### src/rtl/ext_irq_pkg.sv
package ext_irq_pkg;

    typedef enum logic {
        OPT_OPEN,
        OPT_LOCKED
    } opt_state_e;

    typedef enum logic {
        P0_IDLE,
        P0_PENDING
    } p0_state_e;

    typedef enum logic {
        F1_CLEAR,
        F1_SET
    } f1_state_e;

    // Pin-1 control/status register bit positions
    localparam int C1_FLAG = 5;
    localparam int C1_EN   = 4;
    localparam int C1_LVL  = 3;
    localparam int C1_POL  = 2;
    localparam int C1_CLR  = 1;
    localparam int C1_PIN  = 0;

    // Option register bit position
    localparam int OPT_EDGE_ONLY = 1;

endpackage

### src/rtl/irq_pin_sync.sv
module irq_pin_sync #(
    parameter int   STAGES  = 2,
    parameter logic RST_VAL = 1'b0
) (
    input  logic clk,
    input  logic rst_n,
    input  logic pin_async,
    output logic level,
    output logic rise,
    output logic fall
);
    logic [STAGES-1:0] chain_q;
    logic              prev_q;

    generate
        if (STAGES == 1) begin : g_single
            always_ff @(posedge clk or negedge rst_n) begin
                if (!rst_n) chain_q <= RST_VAL;
                else        chain_q <= pin_async;
            end
        end else begin : g_multi
            always_ff @(posedge clk or negedge rst_n) begin
                if (!rst_n) chain_q <= {STAGES{RST_VAL}};
                else        chain_q <= {chain_q[STAGES-2:0], pin_async};
            end
        end
    endgenerate

    always_ff @(posedge clk or negedge rst_n) begin
        if (!rst_n) prev_q <= RST_VAL;
        else        prev_q <= chain_q[STAGES-1];
    end

    assign level = chain_q[STAGES-1];
    assign rise  = level & ~prev_q;
    assign fall  = prev_q & ~level;

endmodule

### src/rtl/irq0_channel.sv
module irq0_channel
    import ext_irq_pkg::*;
(
    input  logic clk,
    input  logic rst_n,
    input  logic opt_wr,
    input  logic opt_wbit,
    input  logic ack,
    input  logic level,
    input  logic fall,
    output logic edge_only,
    output logic req
);
    opt_state_e opt_state_q, opt_state_d;
    p0_state_e  p0_state_q, p0_state_d;
    logic       edge_only_q, edge_only_d;

    // State registers
    always_ff @(posedge clk or negedge rst_n) begin
        if (!rst_n) begin
            opt_state_q <= OPT_OPEN;
            edge_only_q <= 1'b0;
            p0_state_q  <= P0_IDLE;
        end else begin
            opt_state_q <= opt_state_d;
            edge_only_q <= edge_only_d;
            p0_state_q  <= p0_state_d;
        end
    end

    // Option write-once machine
    always_comb begin
        opt_state_d = opt_state_q;
        edge_only_d = edge_only_q;
        unique case (opt_state_q)
            OPT_OPEN: begin
                if (opt_wr) begin
                    edge_only_d = opt_wbit;
                    opt_state_d = OPT_LOCKED;
                end
            end
            OPT_LOCKED: begin
                opt_state_d = OPT_LOCKED;
            end
        endcase
    end

    // Pin-0 latch machine; a new edge wins over acknowledge
    always_comb begin
        p0_state_d = p0_state_q;
        unique case (p0_state_q)
            P0_IDLE:    if (fall)         p0_state_d = P0_PENDING;
            P0_PENDING: if (ack && !fall) p0_state_d = P0_IDLE;
        endcase
    end

    // Outputs
    always_comb begin
        edge_only = edge_only_q;
        req       = (p0_state_q == P0_PENDING) | (~edge_only_q & ~level);
    end

    assert_fall_latch_R3: assert property (@(posedge clk) disable iff (!rst_n)
        fall |=> (p0_state_q == P0_PENDING));

    assert_ack_clear_R12: assert property (@(posedge clk) disable iff (!rst_n)
        (ack && !fall) |=> (p0_state_q == P0_IDLE));

    assert_opt_locked_R5: assert property (@(posedge clk) disable iff (!rst_n)
        (opt_state_q == OPT_LOCKED) |=> $stable(edge_only_q));

endmodule

### src/rtl/irq1_channel.sv
module irq1_channel
    import ext_irq_pkg::*;
(
    input  logic       clk,
    input  logic       rst_n,
    input  logic       ctrl_wr,
    input  logic       wr_en,
    input  logic       wr_lvl,
    input  logic       wr_pol,
    input  logic       wr_clr,
    input  logic       level,
    input  logic       rise,
    input  logic       fall,
    output logic [7:0] ctrl_rdata,
    output logic       req
);
    f1_state_e f1_state_q, f1_state_d;
    logic      en_q, lvl_q, pol_q;
    logic      edge_hit, level_hit, trig, clr_now;

    always_ff @(posedge clk or negedge rst_n) begin
        if (!rst_n) begin
            en_q  <= 1'b0;
            lvl_q <= 1'b0;
            pol_q <= 1'b0;
        end else if (ctrl_wr) begin
            en_q  <= wr_en;
            lvl_q <= wr_lvl;
            pol_q <= wr_pol;
        end
    end

    always_comb begin
        edge_hit  = pol_q ? rise : fall;
        level_hit = lvl_q & (pol_q ? level : ~level);
        trig      = en_q & (edge_hit | level_hit);
        clr_now   = ctrl_wr & wr_clr;
    end

    always_ff @(posedge clk or negedge rst_n) begin
        if (!rst_n) f1_state_q <= F1_CLEAR;
        else        f1_state_q <= f1_state_d;
    end

    // Flag machine; a trigger wins over the clear strobe
    always_comb begin
        f1_state_d = f1_state_q;
        unique case (f1_state_q)
            F1_CLEAR: if (trig)             f1_state_d = F1_SET;
            F1_SET:   if (clr_now && !trig) f1_state_d = F1_CLEAR;
        endcase
    end

    always_comb begin
        ctrl_rdata          = 8'h00;
        ctrl_rdata[C1_FLAG] = (f1_state_q == F1_SET);
        ctrl_rdata[C1_EN]   = en_q;
        ctrl_rdata[C1_LVL]  = lvl_q;
        ctrl_rdata[C1_POL]  = pol_q;
        ctrl_rdata[C1_PIN]  = level;
        req                 = (f1_state_q == F1_SET) & en_q;
    end

    assert_trig_sets_R7: assert property (@(posedge clk) disable iff (!rst_n)
        trig |=> (f1_state_q == F1_SET));

    assert_strobe_clears_R9: assert property (@(posedge clk) disable iff (!rst_n)
        (clr_now && !trig) |=> (f1_state_q == F1_CLEAR));

    assert_disabled_quiet_R6: assert property (@(posedge clk) disable iff (!rst_n)
        (!en_q && f1_state_q == F1_CLEAR) |=> (f1_state_q == F1_CLEAR));

    assert_set_wins_R11: assert property (@(posedge clk) disable iff (!rst_n)
        (clr_now && trig) |=> (f1_state_q == F1_SET));

endmodule

### src/rtl/ext_irq_unit.sv
module ext_irq_unit
    import ext_irq_pkg::*;
#(
    parameter int              ADDR_W      = 4,
    parameter logic [ADDR_W-1:0] CTRL1_ADDR = 4'h3,
    parameter logic [ADDR_W-1:0] OPT_ADDR   = 4'h7,
    parameter int              SYNC_STAGES = 2
) (
    input  logic              clk,
    input  logic              rst_n,
    input  logic [ADDR_W-1:0] bus_addr,
    input  logic [7:0]        bus_wdata,
    input  logic              bus_we,
    output logic [7:0]        bus_rdata,
    input  logic              cpu_imask,
    input  logic              irq_ack,
    input  logic              pin0_n,
    input  logic              pin1,
    output logic              irq_req
);
    logic lvl0, rise0, fall0;
    logic lvl1, rise1, fall1;
    logic opt_wr, ctrl_wr;
    logic edge_only, req0, req1;
    logic [7:0] ctrl_rdata;

    assign opt_wr  = bus_we & (bus_addr == OPT_ADDR);
    assign ctrl_wr = bus_we & (bus_addr == CTRL1_ADDR);

    irq_pin_sync #(.STAGES(SYNC_STAGES), .RST_VAL(1'b1)) u_sync0 (
        .clk(clk), .rst_n(rst_n), .pin_async(pin0_n),
        .level(lvl0), .rise(rise0), .fall(fall0)
    );

    irq_pin_sync #(.STAGES(SYNC_STAGES), .RST_VAL(1'b0)) u_sync1 (
        .clk(clk), .rst_n(rst_n), .pin_async(pin1),
        .level(lvl1), .rise(rise1), .fall(fall1)
    );

    irq0_channel u_ch0 (
        .clk(clk), .rst_n(rst_n),
        .opt_wr(opt_wr), .opt_wbit(bus_wdata[OPT_EDGE_ONLY]),
        .ack(irq_ack), .level(lvl0), .fall(fall0),
        .edge_only(edge_only), .req(req0)
    );

    irq1_channel u_ch1 (
        .clk(clk), .rst_n(rst_n), .ctrl_wr(ctrl_wr),
        .wr_en(bus_wdata[C1_EN]), .wr_lvl(bus_wdata[C1_LVL]),
        .wr_pol(bus_wdata[C1_POL]), .wr_clr(bus_wdata[C1_CLR]),
        .level(lvl1), .rise(rise1), .fall(fall1),
        .ctrl_rdata(ctrl_rdata), .req(req1)
    );

    always_comb begin
        bus_rdata = 8'h00;
        if (bus_addr == CTRL1_ADDR)
            bus_rdata = ctrl_rdata;
        else if (bus_addr == OPT_ADDR)
            bus_rdata[OPT_EDGE_ONLY] = edge_only;
    end

    assign irq_req = ~cpu_imask & (req0 | req1);

    // rise0 is unused by design: pin 0 only triggers low
    logic unused_ok;
    assign unused_ok = rise0;

    assert_mask_blocks_R2: assert property (@(posedge clk) disable iff (!rst_n)
        cpu_imask |-> !irq_req);

endmodule

### config.mk
export PLATFORM = sky130hd
export DESIGN_NAME = ext_irq_unit
export DESIGN_NICKNAME = d
export VERILOG_FILES = /design/src/rtl/ext_irq_pkg.sv /design/src/rtl/irq_pin_sync.sv /design/src/rtl/irq0_channel.sv /design/src/rtl/irq1_channel.sv /design/src/rtl/ext_irq_unit.sv
export SDC_FILE = /design/constraint.sdc
export NUM_CORES = 1
export LEC_CHECK = 0
export ABC_CLOCK_PERIOD_IN_PS = 2600
export CAP_MARGIN = 20
export CELL_PAD_IN_SITES_DETAIL_PLACEMENT = 1
export CELL_PAD_IN_SITES_GLOBAL_PLACEMENT = 1
export CORE_AREA = 2 2 39 41
export DETAILED_ROUTE_END_ITERATION = 6
export DIE_AREA = 0 0 41 43
export DONT_BUFFER_PORTS = 1
export PLACE_DENSITY_LB_ADDON = 0.05
export SLEW_MARGIN = 15
export SYNTH_ARGS = -nofsm -noshare
export SYNTH_HDL_FRONTEND = slang
export SYNTH_SLANG_ARGS = --single-unit
### constraint.sdc
create_clock -name clk -period 2.6 [get_ports clk]
set_clock_uncertainty 0.05 [all_clocks]
set_input_delay 0.65 -clock clk [delete_from_list [all_inputs] [get_ports clk]]
set_output_delay 0.65 -clock clk [all_outputs]
set_load 0.01 [all_outputs]
==> flow_summary.yaml <==
logic_synthesis:
  synthFlopType: "dfrtp_1"
  synth.most_common_cell: "dfrtp_1"
  yosys.area.top_type: "dfrtp_1"
  synth_cells: 47
  ys_types: 21
  syn-cell-area_sq_um: 568
  synth_area_leaders: "dfrtp_1 (44%), dfstp_2 (14%), mux2_4 (7.9%), and2_1 (5.5%), buf_4 (2.6%)"
  synth_edf_count: 0
  yosys.area.top_type_share_pct: 44.1
  seq_area_frac_synth_pct: 57.9
  yosys_register_bits: 13
  synthArstFlopShare_pct: 100
  yosysWarnings: 0
  syn_area_per_cell_sq_um: 12.1
  synthTopCellsByCount: "dfrtp_1 (10), and2_1 (5), dfstp_2 (3), inv_1 (3), mux2_4 (3)"
power_and_ir_drop:
  powerDensity_nw_per_um2: 713
  leakagePower_uw: 0.000271
  switchingPower_uw: 110
  p_sw_share_pct: 25.2
  pwr-share-seq_pct: 58.4
  power_frac_comb_pct: 13.9
  p_int_uw: 327
  peakVddDrop_mv: 0.282
  clock_power_share_pct: 27.7
placement:
  dp_slack_ps: 602
  port_buffers: 0
  placed_area_sq_um: 577
  hpwl_um: 841
  gp_congestion: 0.731
critical_path:
  crit_required_ps: 1900
  start_kind: "input pin"
  critical_path_class: "input pin to primary output"
  end_kind: "primary output"
  cp.arrival_ps: 1280
  reg2reg_slack_ps: 1480
  crit_fanout: 5
global_route:
  grt_use_total_pct: 16.1
  grt_pass1_wl_um: 1780
  grt_pass1_vias: 387
  grt_overflow: 0
  grt_max_degree: 11
  antenna_found_initial: 0
die:
  die_w_um: 41
  die-area_sq_um: 1760
  ios: 28
  core_area_sq_um: 1380
  fp-row-count: 14
  start_util_pct: 41.0
  die_h_um: 43
route:
  wl_met1_um: 468
  wl_per_cell_um: 16.4
  via_per_inst: 5.34
  ant_nets: 0
  detailroute.via_count: 358
  wl_met2_um: 521
  drt_wl_total_um: 1100
  routed.top_layer: "met4"
  firstDrtPassIters: 4
  drc: 0
  drt_first_iter_violations: 9
  wl_met3_um: 76
timing:
  drv_slew: 0
  post-route-period-util_pct: 76.1
  tns_ps: 0
  period_needed_ps: 1980
  setup_ws_ps: 622
  hold_ws_ps: 162
  rsz0062_at_grt: "false"
  max_freq_mhz: 505
  finalHoldViolations: 0
  setup_viol: 0
cts:
  clkSlewWorstSetupHoldPaths_ps: 70
  cts.sinks: 13
  cts_made_buffers: 3
  cts_tree: "yes"
  clock_latency_ps: 270
  cts_root_buffer: "clkbuf_4"
  h-tree-depth: 1
  post_cts_buffers: 0
  cts_buffer_depth: 2
finish:
  fin_area_sq_um: 613
  utilization_pct: 44.3
  n_antenna_cell: 0
  area_growth_syn_to_layout_pct: 7.93
  drive_gt1_share_pct: 25.5
  nNetsFinal: 71
  n_fill_cell: 156
flow_run:
  drv_cap: 0
min_path:
  hp-class: "input pin to async pin"
status:
  status: "finished, final reports clean"
-- power by group through the flow --
stage	Sequential (uW)	Clock (uW)	Combinational, uW
after CTS	255	130	62.1
after global routing	260	142	67.9
after detailed placement	259	0	57.4
final	255	121	60.8
after floorplan	250	0	51.8
after global placement	255	0	54.6
-- registers in the layout, indices dropped and copies added, names as in the netlist --
signal and count:
u_ch0.edge_only 1, u_ch0.opt_state_q 1, u_ch0.p0_state_q 1, u_ch1.en_q 1, u_ch1.f1_state_q 1, u_ch1.lvl_q 1, u_ch1.pol_q 1, u_sync0.chain_q 2
u_sync0.prev_q 1, u_sync1.chain_q 2, u_sync1.prev_q 1
-- repair_timing --
| action | CTS | global route |
|---|---|---|
| hold endpoints to repair | 10 | 0 |
| hold buffers | 1 | 0 |
| gates resized for setup | 0 | 0 |
-- routing by layer --
layer / up-vias / GRT usage (%)
li1: 161 / -
met1: 171 / 21.0
met2: 21 / 21.6
met3: 5 / 4.71
met4: 0 / 12.0
met5: - / 0
-- cell families (layout without fill, tap and decap cells) --
logic type	Yosys count	count (layout)	share of synthesized area (%)
simple gates	16	16	16.7
flops	13	13	57.9
compound gates	8	8	10.1
buf+inv	5	8	4.62
mux	4	4	9.91
other cells	1	2	0.660
-- stage by stage --
stage / power, uW / std cells
after global routing: 470 / 67
after detailed placement: 316 / 62
after CTS: 447 / 67
after global placement: 310 / 62
after floorplan: 302 / 48
final: 437 / 67
-- cells in the final DEF, fill, tap and decap left out, types with 3 or more instances in the layout --
| cell | n |
|---|---|
| clkbuf_4 | 3 |
| and2_1 | 5 |
| mux2_4 | 3 |
| dfrtp_1 | 10 |
| inv_1 | 3 |
| dfstp_2 | 3 |
-- critical path: stages --
cell	delay, ps
nand2_1	40
nor3_1	340
and2_1	250
-- worst paths after layout --
check | start | endpoint | depth (start not counted)
worst max register to register | u_ch0.opt_state_q | u_ch0.edge_only | 2
worst max-delay path | bus_addr[1] | bus_rdata[0] | 3
max in group asynchronous | rst_n | u_ch0.p0_state_q | 1
min in group clk | u_sync1.chain_q[0] | u_sync1.chain_q[1] | 0
worst min register to register | u_sync1.chain_q[0] | u_sync1.chain_q[1] | 0
worst min-delay path | rst_n | u_sync0.prev_q | 0
-- layout make-up --
cell class	count	area [sq um]	area share, %
inverter	3	11.3	1.84
tap	16	20.0	3.27
sequential	13	329	53.7
timing repair buffer	1	10.0	1.63
clock buffer	4	26.3	4.29
multi-input combinational	30	216	35.3
(Power assumes the default switching activity.)
